===== config.mk =====
export PLATFORM = sky130hd
export DESIGN_NAME = fault_capture_top
export DESIGN_NICKNAME = d
export VERILOG_FILES = /design/src/rtl/fault_capture_pkg.sv /design/src/rtl/fault_ctrl_reg.sv /design/src/rtl/fault_status_reg.sv /design/src/rtl/fault_addr_reg.sv /design/src/rtl/fault_capture_top.sv
export SDC_FILE = /design/constraint.sdc
export NUM_CORES = 1
export LEC_CHECK = 0
export ABC_CLOCK_PERIOD_IN_PS = 2200
export BUFFER_PORTS_ARGS = -buffer_cell sky130_fd_sc_hd__buf_2
export CORE_AREA = 3 3 100 102
export CTS_BUF_LIST = sky130_fd_sc_hd__clkbuf_16
export DETAILED_ROUTE_END_ITERATION = 12
export DIE_AREA = 0 0 103 105
export GPL_ROUTABILITY_DRIVEN = 0
export HOLD_SLACK_MARGIN = 0.06
export PLACE_DENSITY = 0.8
export SETUP_SLACK_MARGIN = 0.1
export SYNTH_ARGS = -nofsm -noshare
export SYNTH_HDL_FRONTEND = slang
export SYNTH_SLANG_ARGS = --single-unit

===== constraint.sdc =====
create_clock -name clk -period 2.2 [get_ports clk]
set_input_delay 0 -clock clk [delete_from_list [all_inputs] [get_ports clk]]
set_output_delay 0 -clock clk [all_outputs]
set_load 0.01 [all_outputs]

===== src/rtl/fault_capture_pkg.sv =====
package fault_capture_pkg;

  typedef enum logic [1:0] {
    KIND_PIO  = 2'd0,
    KIND_DRD  = 2'd1,
    KIND_DWR  = 2'd2,
    KIND_RSVD = 2'd3
  } fault_kind_e;

  typedef struct packed {
    logic [7:0] syndrome;
    logic [2:0] dw_off;
    logic [2:0] log_size;
    logic [4:0] req_id;
  } fault_detail_t;

  localparam int unsigned REG_W     = 64;
  localparam int unsigned CAUSE_W   = 6;
  localparam int unsigned CTRL_W    = 3;
  localparam int unsigned LOW_PAD_W = 37;

  localparam logic [1:0] SEL_STATUS = 2'd0;
  localparam logic [1:0] SEL_ADDR   = 2'd1;
  localparam logic [1:0] SEL_CTRL   = 2'd2;

endpackage


===== src/rtl/fault_ctrl_reg.sv =====
module fault_ctrl_reg
  import fault_capture_pkg::*;
(
  input  logic              clk,
  input  logic              rst,
  input  logic              wr_en,
  input  logic [CTRL_W-1:0] wr_bits,
  output logic [CTRL_W-1:0] ctrl_q,
  output logic [CTRL_W-1:0] ctrl_next
);

  always_comb begin
    ctrl_next = wr_en ? wr_bits : ctrl_q;
  end

  always_ff @(posedge clk) begin
    if (rst) ctrl_q <= '0;
    else     ctrl_q <= ctrl_next;
  end

  AST_CTRL_HOLD: assert property (@(posedge clk) disable iff (rst)
    !wr_en |=> $stable(ctrl_q));

endmodule


===== src/rtl/fault_status_reg.sv =====
module fault_status_reg
  import fault_capture_pkg::*;
#(
  parameter bit HAS_SYND = 1'b1
) (
  input  logic               clk,
  input  logic               rst,
  input  logic               chk_en,
  input  logic               ev_valid,
  input  logic [1:0]         ev_kind,
  input  fault_detail_t      ev_detail,
  input  logic               clr_we,
  input  logic [CAUSE_W-1:0] clr_mask,
  output logic [CAUSE_W-1:0] cause_q,
  output logic [CAUSE_W-1:0] cause_next,
  output fault_detail_t      detail_q,
  output logic               capture
);

  localparam int unsigned HALF = CAUSE_W / 2;

  logic [HALF-1:0] kind_bit;
  logic            accept;
  logic            prim_busy;
  logic [7:0]      synd_src;
  fault_detail_t   detail_in;

  always_comb begin
    case (fault_kind_e'(ev_kind))
      KIND_PIO: kind_bit = 3'b100;
      KIND_DRD: kind_bit = 3'b010;
      KIND_DWR: kind_bit = 3'b001;
      default:  kind_bit = 3'b000;
    endcase
  end

  generate
    if (HAS_SYND) begin : g_synd
      assign synd_src = ev_detail.syndrome;
    end else begin : g_nosynd
      assign synd_src = 8'h00;
    end
  endgenerate

  assign accept    = ev_valid && chk_en && (kind_bit != '0);
  assign prim_busy = |cause_q[CAUSE_W-1:HALF];
  assign capture   = accept && !prim_busy;

  always_comb begin
    detail_in          = ev_detail;
    detail_in.syndrome = synd_src;
    cause_next = cause_q & ~(clr_we ? clr_mask : '0);
    if (capture)     cause_next[CAUSE_W-1:HALF] = cause_next[CAUSE_W-1:HALF] | kind_bit;
    else if (accept) cause_next[HALF-1:0]       = cause_next[HALF-1:0] | kind_bit;
  end

  always_ff @(posedge clk) begin
    if (rst) begin
      cause_q  <= '0;
      detail_q <= '0;
    end else begin
      cause_q <= cause_next;
      if (capture) detail_q <= detail_in;
    end
  end

  AST_PRIM_ONEHOT: assert property (@(posedge clk) disable iff (rst)
    $onehot0(cause_q[CAUSE_W-1:HALF]));
  AST_DETAIL_KEEP: assert property (@(posedge clk) disable iff (rst)
    (prim_busy && !clr_we) |=> $stable(detail_q));
  AST_CHECK_OFF: assert property (@(posedge clk) disable iff (rst)
    (!chk_en && !clr_we) |=> $stable(cause_q));
  AST_W1C_PIO: assert property (@(posedge clk) disable iff (rst)
    (clr_we && clr_mask[CAUSE_W-1] && !(capture && kind_bit[HALF-1])) |=> !cause_q[CAUSE_W-1]);

endmodule


===== src/rtl/fault_addr_reg.sv =====
module fault_addr_reg #(
  parameter int unsigned ADDR_W = 40
) (
  input  logic              clk,
  input  logic              rst,
  input  logic              capture,
  input  logic [ADDR_W-1:0] ev_addr,
  output logic [ADDR_W-1:0] addr_q
);

  always_ff @(posedge clk) begin
    if (rst)          addr_q <= '0;
    else if (capture) addr_q <= ev_addr;
  end

  AST_ADDR_KEEP: assert property (@(posedge clk) disable iff (rst)
    !capture |=> $stable(addr_q));

endmodule


===== src/rtl/fault_capture_top.sv =====
module fault_capture_top
  import fault_capture_pkg::*;
#(
  parameter int unsigned ADDR_W      = 40,
  parameter bit          CORRECTABLE = 1'b1
) (
  input  logic              clk,
  input  logic              rst,
  input  logic              ev_valid,
  input  logic [1:0]        ev_kind,
  input  logic [2:0]        ev_dw_off,
  input  logic [2:0]        ev_log_size,
  input  logic [4:0]        ev_req_id,
  input  logic [7:0]        ev_syndrome,
  input  logic [ADDR_W-1:0] ev_addr,
  input  logic [1:0]        reg_sel,
  input  logic              reg_we,
  input  logic [63:0]       reg_wdata,
  output logic [63:0]       reg_rdata,
  output logic              irq
);

  localparam int unsigned ADDR_PAD = REG_W - ADDR_W;
  localparam int unsigned CTRL_PAD = REG_W - CTRL_W;

  logic [CTRL_W-1:0]  ctrl_q, ctrl_next;
  logic [CAUSE_W-1:0] cause_q, cause_next;
  fault_detail_t      detail_q, ev_detail;
  logic               capture;
  logic [ADDR_W-1:0]  addr_q;
  logic               ie_q, ie_next;
  logic [63:0]        status_word, rd_mux;

  assign ev_detail = '{syndrome: ev_syndrome, dw_off: ev_dw_off,
                       log_size: ev_log_size, req_id: ev_req_id};

  fault_ctrl_reg u_ctrl (
    .clk       (clk),
    .rst       (rst),
    .wr_en     (reg_we && reg_sel == SEL_CTRL),
    .wr_bits   (reg_wdata[REG_W-1 -: CTRL_W]),
    .ctrl_q    (ctrl_q),
    .ctrl_next (ctrl_next)
  );

  fault_status_reg #(.HAS_SYND(CORRECTABLE)) u_status (
    .clk        (clk),
    .rst        (rst),
    .chk_en     (ctrl_q[2]),
    .ev_valid   (ev_valid),
    .ev_kind    (ev_kind),
    .ev_detail  (ev_detail),
    .clr_we     (reg_we && reg_sel == SEL_STATUS),
    .clr_mask   (reg_wdata[REG_W-1 -: CAUSE_W]),
    .cause_q    (cause_q),
    .cause_next (cause_next),
    .detail_q   (detail_q),
    .capture    (capture)
  );

  fault_addr_reg #(.ADDR_W(ADDR_W)) u_addr (
    .clk     (clk),
    .rst     (rst),
    .capture (capture),
    .ev_addr (ev_addr),
    .addr_q  (addr_q)
  );

  generate
    if (CORRECTABLE) begin : g_ie_ce
      assign ie_q    = ctrl_q[0];
      assign ie_next = ctrl_next[0];
    end else begin : g_ie_ue
      assign ie_q    = ctrl_q[1];
      assign ie_next = ctrl_next[1];
    end
  endgenerate

  assign status_word = {cause_q, 2'b00, detail_q.syndrome, detail_q.dw_off,
                        detail_q.log_size, detail_q.req_id, {LOW_PAD_W{1'b0}}};

  always_comb begin
    case (reg_sel)
      SEL_STATUS: rd_mux = status_word;
      SEL_ADDR:   rd_mux = {{ADDR_PAD{1'b0}}, addr_q};
      SEL_CTRL:   rd_mux = {ctrl_q, {CTRL_PAD{1'b0}}};
      default:    rd_mux = '0;
    endcase
  end

  always_ff @(posedge clk) begin
    if (rst) begin
      reg_rdata <= '0;
      irq       <= 1'b0;
    end else begin
      reg_rdata <= rd_mux;
      irq       <= ie_next && (|cause_next);
    end
  end

  AST_IRQ_GATED: assert property (@(posedge clk) disable iff (rst)
    irq |-> (ie_q && (|cause_q)));
  AST_IRQ_RAISED: assert property (@(posedge clk) disable iff (rst)
    (ie_q && (|cause_q)) |-> irq);
  AST_CTRL_RSVD: assert property (@(posedge clk) disable iff (rst)
    ($past(reg_sel) == SEL_CTRL) |-> (reg_rdata[CTRL_PAD-1:0] == '0));

endmodule


# Word level (Yosys, flattened, before mapping)
# Cells that the tools add are included.
# word_totals
ff_bits	133
inputBits	131
out_inout_bits	65
wordCells	37
# op_classes
n_eq_ne	4
n_mux	7
bitwise_logic	4
reduce_logical	12
# ops
cell	count
$pmux W64 S3	1
$mux W3	3
$pmux W3 S3	1
$and A6 B6 Y6	1
$logic_and A1 B1 Y1	6
$mux W6	1
$not A6 Y6	1
$or A3 B3 Y3	2
$reduce_or A6 Y1	1
$eq A2 B1 Y1 const B	2
$eq A2 B2 Y1 const B	2
$logic_not A2 Y1	2
$reduce_bool A3 Y1	1
$reduce_or A3 Y1	1
$logic_not A1 Y1	1
$mux W1	1

# Logic depth before layout (Yosys ltp)
# Gate-level depths: netlist (run 1).
# depth
ltp_word	10
ltp_mapped	6

# By module
# From an unflattened synthesis (run 1), not the netlist that was laid out.
# hier_totals
cells_unflattened	405
hier_area_um2	4544.4
# modules_own_cells
module	n_inst	cells_each	area_each_um2
fault_capture_top	1	149	1859.3
fault_addr_reg	1	129	1457.6
fault_status_reg	1	118	1099.8
fault_ctrl_reg	1	9	127.6

# Worst setup path before layout (run 1)
# OpenSTA, ideal clock, no wires.
# synth_path
kind	register -> register
startpoint	register u_status.cause_q[4]
endpoint	register u_addr.addr_q[2]
setup_ns	0.132
t_arrival_ns	1.379
required_time_ns	2.068
path_slack_ns	0.689
stages_incl_launch_ff	7
period_less_slack_ns	1.511
cell_sequence	dfxtp_1 > nor3_1 > nand4_1 > buf_2 > buf_2 > nand2_1 > a21oi_1
# synth_via
elab_chain_len	3
# synth_rtl
item	line	text
start, declared	fault_status_reg.sv:14	output logic [CAUSE_W-1:0] cause_q,
start signal, assigned	fault_status_reg.sv:62	cause_q <= cause_next;
$reduce_or A3 Y1	fault_status_reg.sv:46	assign prim_busy = |cause_q[CAUSE_W-1:HALF];
$logic_not A1 Y1	fault_status_reg.sv:47	assign capture = accept && !prim_busy;
$logic_and A1 B1 Y1	fault_status_reg.sv:47	
end signal, assigned	fault_addr_reg.sv:13	else if (capture) addr_q <= ev_addr;
end, declared	fault_addr_reg.sv:8	output logic [ADDR_W-1:0] addr_q
# Every way passes these cells.
# A chain may end at the register's enable or synchronous reset.

# Final worst setup path (run 1)
# layout_path
startpoint	register u_status.cause_q[4]
endpoint	register u_status.cause_q[1]
# layout_via
elab_chain_len	4
# layout_rtl
item	line	text
$reduce_or A3 Y1	fault_status_reg.sv:46	
$logic_not A1 Y1	fault_status_reg.sv:47	
$logic_and A1 B1 Y1	fault_status_reg.sv:47	
$mux W3	fault_status_reg.sv:53	if (capture) cause_next[CAUSE_W-1:HALF] = cause_next[CAUSE_W-1:HALF] | kind_bit;
# Every way passes these cells.

==> flow_metrics.py, run 1 <==
metrics = {
    "final_layout": {
        "synthToLayoutAreaGrowth_pct": 48.58,
        "fin_cells": 775,
        "final_cell_area_um2": 6272,
        "n_antenna_cell": 0,
        "final_layout_size_suffix_gt1_share_pct": 26.36,
        "nFillCells": 676,
        "finalNetCount": 783,
    },
    "synth": {
        "postSynthAreaPerCell_um2": 9.465,
        "synth_common_cells": "dfxtp_1, nand2_1, a21oi_1",
        "synth_area_um2": 4222,
        "synth_seq_area_share_pct": 62.12,
        "synth_edf_count": 0,
        "synth.ff_latch_count": 131,
        "postSynthCellCount": 446,
        "synth_ff_type": "dfxtp_1",
        "synth.most_common_cell": "dfxtp_1",
        "yosysTopAreaCell": "dfxtp_1",
        "ys_types": 26,
        "synth-warning-count": 0,
        "synth_async_sr_flop_share_pct": 0,
        "yosys.area.top_type_share_pct": 62.12,
        "synthTopCellsByArea": "dfxtp_1, nand2_1, and2_1",
    },
    "placement": {
        "port_buffers": 135,
        "placedCellCount": 672,
        "dpl_cell_area_um2": 4972,
        "detailedPlace.worstSlack_ps": 511.8,
        "place_hpwl_um": 6339,
    },
    "global_route": {
        "grt_max_degree": 60,
        "grt_use_total_pct": 19.77,
        "overflow": 0,
        "antenna_found_initial": 0,
        "grt_pass1_vias": 3686,
        "grt_first_pass_wirelength_um": 16740,
    },
    "critical_path": {
        "cp-end-kind": "flop",
        "reg2reg_slack_ps": 270,
        "cp_slowest_stage_delay_ps": 570,
        "crit_cells": 5,
        "r2r_cells": 5,
        "timing.rr.end": "u_status.cause_q[1]",
        "critPathBufInv": 1,
        "critPathMaxFanout": 5,
        "start_kind": "flop",
        "slowest_stage": "dlygate4sd3_1",
        "arrival_ps": 2210,
        "crit_chain": "nor3_1 > nor3_1 > a22oi_1 > dlygate4sd3_1 > nor2_1",
        "crit_path_frequent_cell": "nor3_1",
        "crit_family": "simple AND/OR/NAND/NOR gates",
        "worstSetupPathType": "reg -> reg",
        "required_ps": 2470,
        "rr_startpoint": "u_status.cause_q[4]",
    },
    "power_and_ir_drop": {
        "power.share.switching_pct": 21.43,
        "seqPwrFrac_pct": 44.6,
        "clkPwrFrac_pct": 50.4,
        "p_sw_mw": 1.152,
        "power_density_nw_per_um2": 856.7,
        "ir_drop_mv": 0.6955,
        "combPwrFrac_pct": 5.0,
        "leakagePower_nw": 2.741,
        "p_int_mw": 4.222,
    },
    "timing": {
        "setup_ws_ps": 266.7,
        "slew_headroom_pct": 58.89,
        "worst_pin_slew_ps": 616.7,
        "max_freq_mhz": 517.3,
        "period_share_pct": 87.88,
        "finalHoldViolCount": 0,
        "min_period_ps": 1933,
        "fin_tns_setup_ps": 0,
        "setup_viol": 0,
        "skew_ps": 13.25,
        "rsz0062_at_grt": "false",
        "slew_violations": 0,
    },
    "flow_run": {
        "max_cap_viol_count": 0,
    },
    "floorplanning": {
        "die_w_um": 103,
        "die_h_um": 105,
        "io_pins": 196,
        "rows": 35,
        "die_area_um2": 10820,
        "coreArea_um2": 9196,
        "initial_core_util_pct": 45.90,
    },
    "detailed_routing": {
        "vias_per_cell": 4.766,
        "ant_nets": 0,
        "wl_per_cell_um": 13.44,
        "routed-wl-met2_um": 5595,
        "drt-met1-wl_um": 4192,
        "dr.max_layer_used": "met4",
        "dr_wl_met3_um": 492,
        "drt-total-wl_um": 10420,
        "drt_iter0_markers": 108,
        "firstDrtPassIters": 4,
        "vias": 3694,
        "drc": 0,
    },
    "clocking": {
        "clk_pin_slew_ps": 60,
        "cts_tree": "built",
        "postCtsSetupBuffers": 0,
        "htreeDepth": 4,
        "worstSkewPairLatency_ps": 400,
        "clk_path_buf_depth": 2,
        "cts.sinks": 131,
        "numCtsBuffers": 17,
        "cts_root_buf": "clkbuf_16",
    },
    "min_path": {
        "hold_start": "ev_valid",
        "hold_path_end": "u_status.cause_q[5]",
        "hold_path.class": "in -> reg",
        "holdPathStages": 4,
    },
    "status": {
        "status": "finished, final reports clean",
    },
}
-- repair_timing --
| item | in CTS | in global routing |
|---|---|---|
| hold buffers | 72 | 0 |
| endpoints found under the hold margin | 83 | 0 |
| gates resized for setup | 0 | 0 |
-- power by group through the flow --
stage	sequential, mW	clock [mW]	combinational [mW]
after global routing	2.40	2.88	0.293
after detailed placement	2.45	0	0.169
after global placement	2.45	0	0.166
after CTS	2.40	2.76	0.266
final	2.40	2.71	0.270
after floorplan	2.45	0	0.0777
-- logic make-up after synthesis --
kind of cell	share of synthesized area (%)
DFF	62.12
muxes	2.134
AOI/OAI and AO/OA	8.536
and+or+nand+nor	23.80
buffers and inverters	3.319
other	0.08883
-- worst reg2reg max path, stage by stage, from the launching register on --
cell           delay (ps)
dfxtp_1               330
nor3_1                470
nor3_1                180
a22oi_1               210
dlygate4sd3_1         570
nor2_1                 40
-- layer usage --
layer  vias to the layer above  global-route usage [%]
met5                         -                       0
met4                         0                   8.418
met1                      1707                   20.48
met2                       112                   36.43
li1                       1863                       -
met3                        12                   5.140
-- registers in the layout, summed over array words and instances (netlist names) --
register	count
reg_rdata	62
u_addr.addr_q	40
u_status.detail_q	19
u_status.cause_q	6
u_ctrl.ctrl_q	3
irq	1
-- worst max-delay path by stage --
stage | to | from
after CTS | u_status.cause_q[1] | u_status.cause_q[4]
after detailed placement | u_addr.addr_q[16] | u_status.cause_q[4]
after floorplan | u_addr.addr_q[2] | u_status.cause_q[4]
final | u_status.cause_q[1] | u_status.cause_q[4]
after global routing | u_status.cause_q[1] | u_status.cause_q[4]
after global placement | u_status.detail_q[18] | u_status.cause_q[4]
-- stage by stage --
stage / util [%] / hold WS (ps) / power, mW
3_3_place_gp: 54.07 / 241.5 / 2.613
2_1_floorplan: - / 136.0 / 2.526
5_1_grt: 68.20 / 142.1 / 5.571
4_1_cts: 68.20 / 102.7 / 5.421
3_5_place_dp: 54.07 / 245.9 / 2.617
6_report: 68.20 / 127.8 / 5.374
-- layout make-up --
cell class	count	area [µm²]	area share (%)
Sequential cell	131	2623	41.81
Multi-Input combinational cell	287	1479	23.58
Clock buffer	17	425.4	6.782
Timing Repair Buffer	214	1449	23.10
Tap cell	111	138.9	2.214
Inverter	1	3.754	0.05984
Clock inverter	14	153.9	2.454
-- cell usage in the layout (no fill, tap or decap), drive strengths merged, types with 2 or more instances in the layout --
cell type | netlist | routed
a21oi | 59 | 59
a22oi | 4 | 4
a32oi | 2 | 2
and2 | 56 | 56
buf | 13 | 142
bufinv | 0 | 2
clkbuf | 15 | 17
clkinv | 0 | 7
conb | 1 | 2
dfxtp | 131 | 131
dlygate4sd3 | 0 | 72
inv | 1 | 5
mux2i | 9 | 9
nand2 | 122 | 122
nand4 | 2 | 2
nand4bb | 4 | 4
nor2 | 9 | 9
nor3 | 9 | 9
nor3b | 3 | 3
(Power assumes the default switching activity.)
==> run 2: changes to the inputs <==
--- a/config.mk
+++ b/config.mk
@@ -7,13 +7,14 @@
 export LEC_CHECK = 0
 export ABC_CLOCK_PERIOD_IN_PS = 2200
 export BUFFER_PORTS_ARGS = -buffer_cell sky130_fd_sc_hd__buf_2
-export CORE_AREA = 3 3 100 102
+export CORE_AREA = 3 3 114 116
 export CTS_BUF_LIST = sky130_fd_sc_hd__clkbuf_16
 export DETAILED_ROUTE_END_ITERATION = 12
-export DIE_AREA = 0 0 103 105
+export DIE_AREA = 0 0 117 119
 export GPL_ROUTABILITY_DRIVEN = 0
 export HOLD_SLACK_MARGIN = 0.06
-export PLACE_DENSITY = 0.8
+export MAX_ROUTING_LAYER = met4
+export PLACE_DENSITY = 0.64
 export SETUP_SLACK_MARGIN = 0.1
 export SYNTH_ARGS = -nofsm -noshare
 export SYNTH_HDL_FRONTEND = slang
==> flow_metrics.py, run 2 (synthesis results as in run 1) <==
metrics = {
    "timing": {
        "worst_pin_slew_ps": 638.3,
        "slew_headroom_pct": 57.45,
        "skew_ps": 5.910,
        "period_share_pct": 86.53,
        "slew_violations": 0,
        "min_period_ps": 1904,
        "holdWs_ps": 113.2,
        "finalHoldViolCount": 0,
        "max_freq_mhz": 525.3,
        "setup_ws_ps": 296.4,
        "setup_viol": 0,
        "rsz0062_at_grt": "false",
        "fin_tns_setup_ps": 0,
    },
    "clocking": {
        "worstSkewPairLatency_ps": 410,
        "cts_root_buf": "clkbuf_16",
        "htreeDepth": 4,
        "cts.sinks": 131,
        "clk_pin_slew_ps": 50,
        "postCtsSetupBuffers": 0,
        "numCtsBuffers": 17,
        "cts_resized": 0,
        "clk_path_buf_depth": 2,
        "cts_hold_buf": 71,
        "cts_tree": "built",
    },
    "critical_path": {
        "required_ps": 2490,
        "cp-end-kind": "flop",
        "arrival_ps": 2190,
        "start_kind": "flop",
        "worstSetupPathType": "reg -> reg",
        "r2r_cells": 5,
        "critPathMaxFanout": 5,
    },
    "detailed_routing": {
        "ant_nets": 0,
        "drt-total-wl_um": 10780,
        "wl_per_cell_um": 13.30,
        "drt_iter0_markers": 210,
        "firstDrtPassIters": 4,
        "vias": 3709,
        "drc": 0,
        "vias_per_cell": 4.579,
    },
    "power_and_ir_drop": {
        "p_sw_mw": 1.136,
        "power_density_nw_per_um2": 892.5,
        "power.share.switching_pct": 20.00,
        "p_int_mw": 4.542,
        "seqPwrFrac_pct": 42.2,
        "leakagePower_nw": 2.759,
        "ir_drop_mv": 0.4372,
        "clkPwrFrac_pct": 53.0,
        "combPwrFrac_pct": 4.8,
    },
    "final_layout": {
        "layout.cells.most_common_list": "buf_2, dfxtp_1, nand2_1",
        "top_register": "reg_rdata",
        "n_antenna_cell": 0,
        "finalNetCount": 782,
        "largest_register_ff_count": 62,
        "synthToLayoutAreaGrowth_pct": 50.71,
        "multiInputGateArea_um2": 1479,
        "nFillCells": 1085,
        "seq_area_um2": 2623,
        "final_layout_size_suffix_gt1_share_pct": 26.09,
        "final_common_cell": "buf_2",
        "final_cell_area_um2": 6362,
        "top_regs": "reg_rdata (62), u_addr.addr_q (40), u_status.detail_q (19)",
    },
    "floorplanning": {
        "initial_core_util_pct": 35.15,
        "coreArea_um2": 12010,
        "die_h_um": 119,
        "rows": 40,
        "die_area_um2": 13920,
        "io_pins": 196,
        "die_w_um": 117,
    },
    "min_path": {
        "holdPathStages": 4,
        "hold_path.class": "in -> reg",
    },
    "placement": {
        "dpl_cell_area_um2": 5017,
        "place_hpwl_um": 6494,
        "detailedPlace.worstSlack_ps": 512.0,
        "port_buffers": 135,
    },
    "global_route": {
        "grt_max_degree": 60,
        "grt_use_total_pct": 16.72,
        "antenna_found_initial": 0,
        "overflow": 0,
        "grt_pass1_vias": 3797,
        "grt_first_pass_wirelength_um": 17650,
    },
    "status": {
        "status": "finished, final reports clean",
    },
    "flow_run": {
        "max_cap_viol_count": 0,
    },
}
## run 2: changes by cell type in the layout (fill, tap and decap cells not counted)
cell           previous run  this run
bufinv_16                 2         5
inv_8                     1         0
clkinv_2                  2         1
clkinv_1                  1         3
dlygate4sd3_1            72        71
clkinv_4                  4         2
inv_6                     3         2
## run 2: final timing paths
path	from	to	slack (ps)
setup / recovery	u_status.cause_q[4]	u_status.cause_q[1]	300
hold / removal	ev_valid	u_status.cause_q[4]	110
setup reg to reg	u_status.cause_q[4]	u_status.cause_q[1]	300
hold reg to reg	u_status.detail_q[3]	reg_rdata[40]	440
## run 2: worst max-delay path, stage by stage, from the launching register on
cell and delay [ps]:
dfxtp_1 330, nor3_1 470, nor3_1 160, a22oi_1 200, dlygate4sd3_1 570, nor2_1 40
## run 2: stage by stage
step / power (mW) / utilization [%] / instances
final: 5.678 / 52.97 / 810
after global routing: 5.886 / 52.97 / 810
after CTS: 5.749 / 52.97 / 810
after detailed placement: 2.623 / 41.77 / 708
after global placement: 2.619 / 41.77 / 708
after floorplan: 2.526 / - / 447
## run 2: metal layers
| metal | wire, µm | GRT usage [%] |
|---|---|---|
| met2 | 5494 | 28.38 |
| met4 | 239 | 7.312 |
| met5 | 0 | - |
| met1 | 4506 | 17.98 |
| met3 | 537 | 4.726 |
## run 2: layout make-up
type	instances	area share (%)
clock buffers	17	6.686
clock inverters	14	3.284
inverters	1	0.05900
multi-input cells	287	23.24
flip-flops and latches	131	41.22
well taps	147	2.891
repair buffers	213	22.62
## run 2: power groups by stage
stage	sequential, mW	combinational [mW]	clock (mW)
after CTS	2.40	0.269	3.08
after floorplan	2.45	0.0777	0
after global routing	2.40	0.297	3.19
after detailed placement	2.45	0.175	0
final	2.40	0.271	3.01
after global placement	2.45	0.172	0
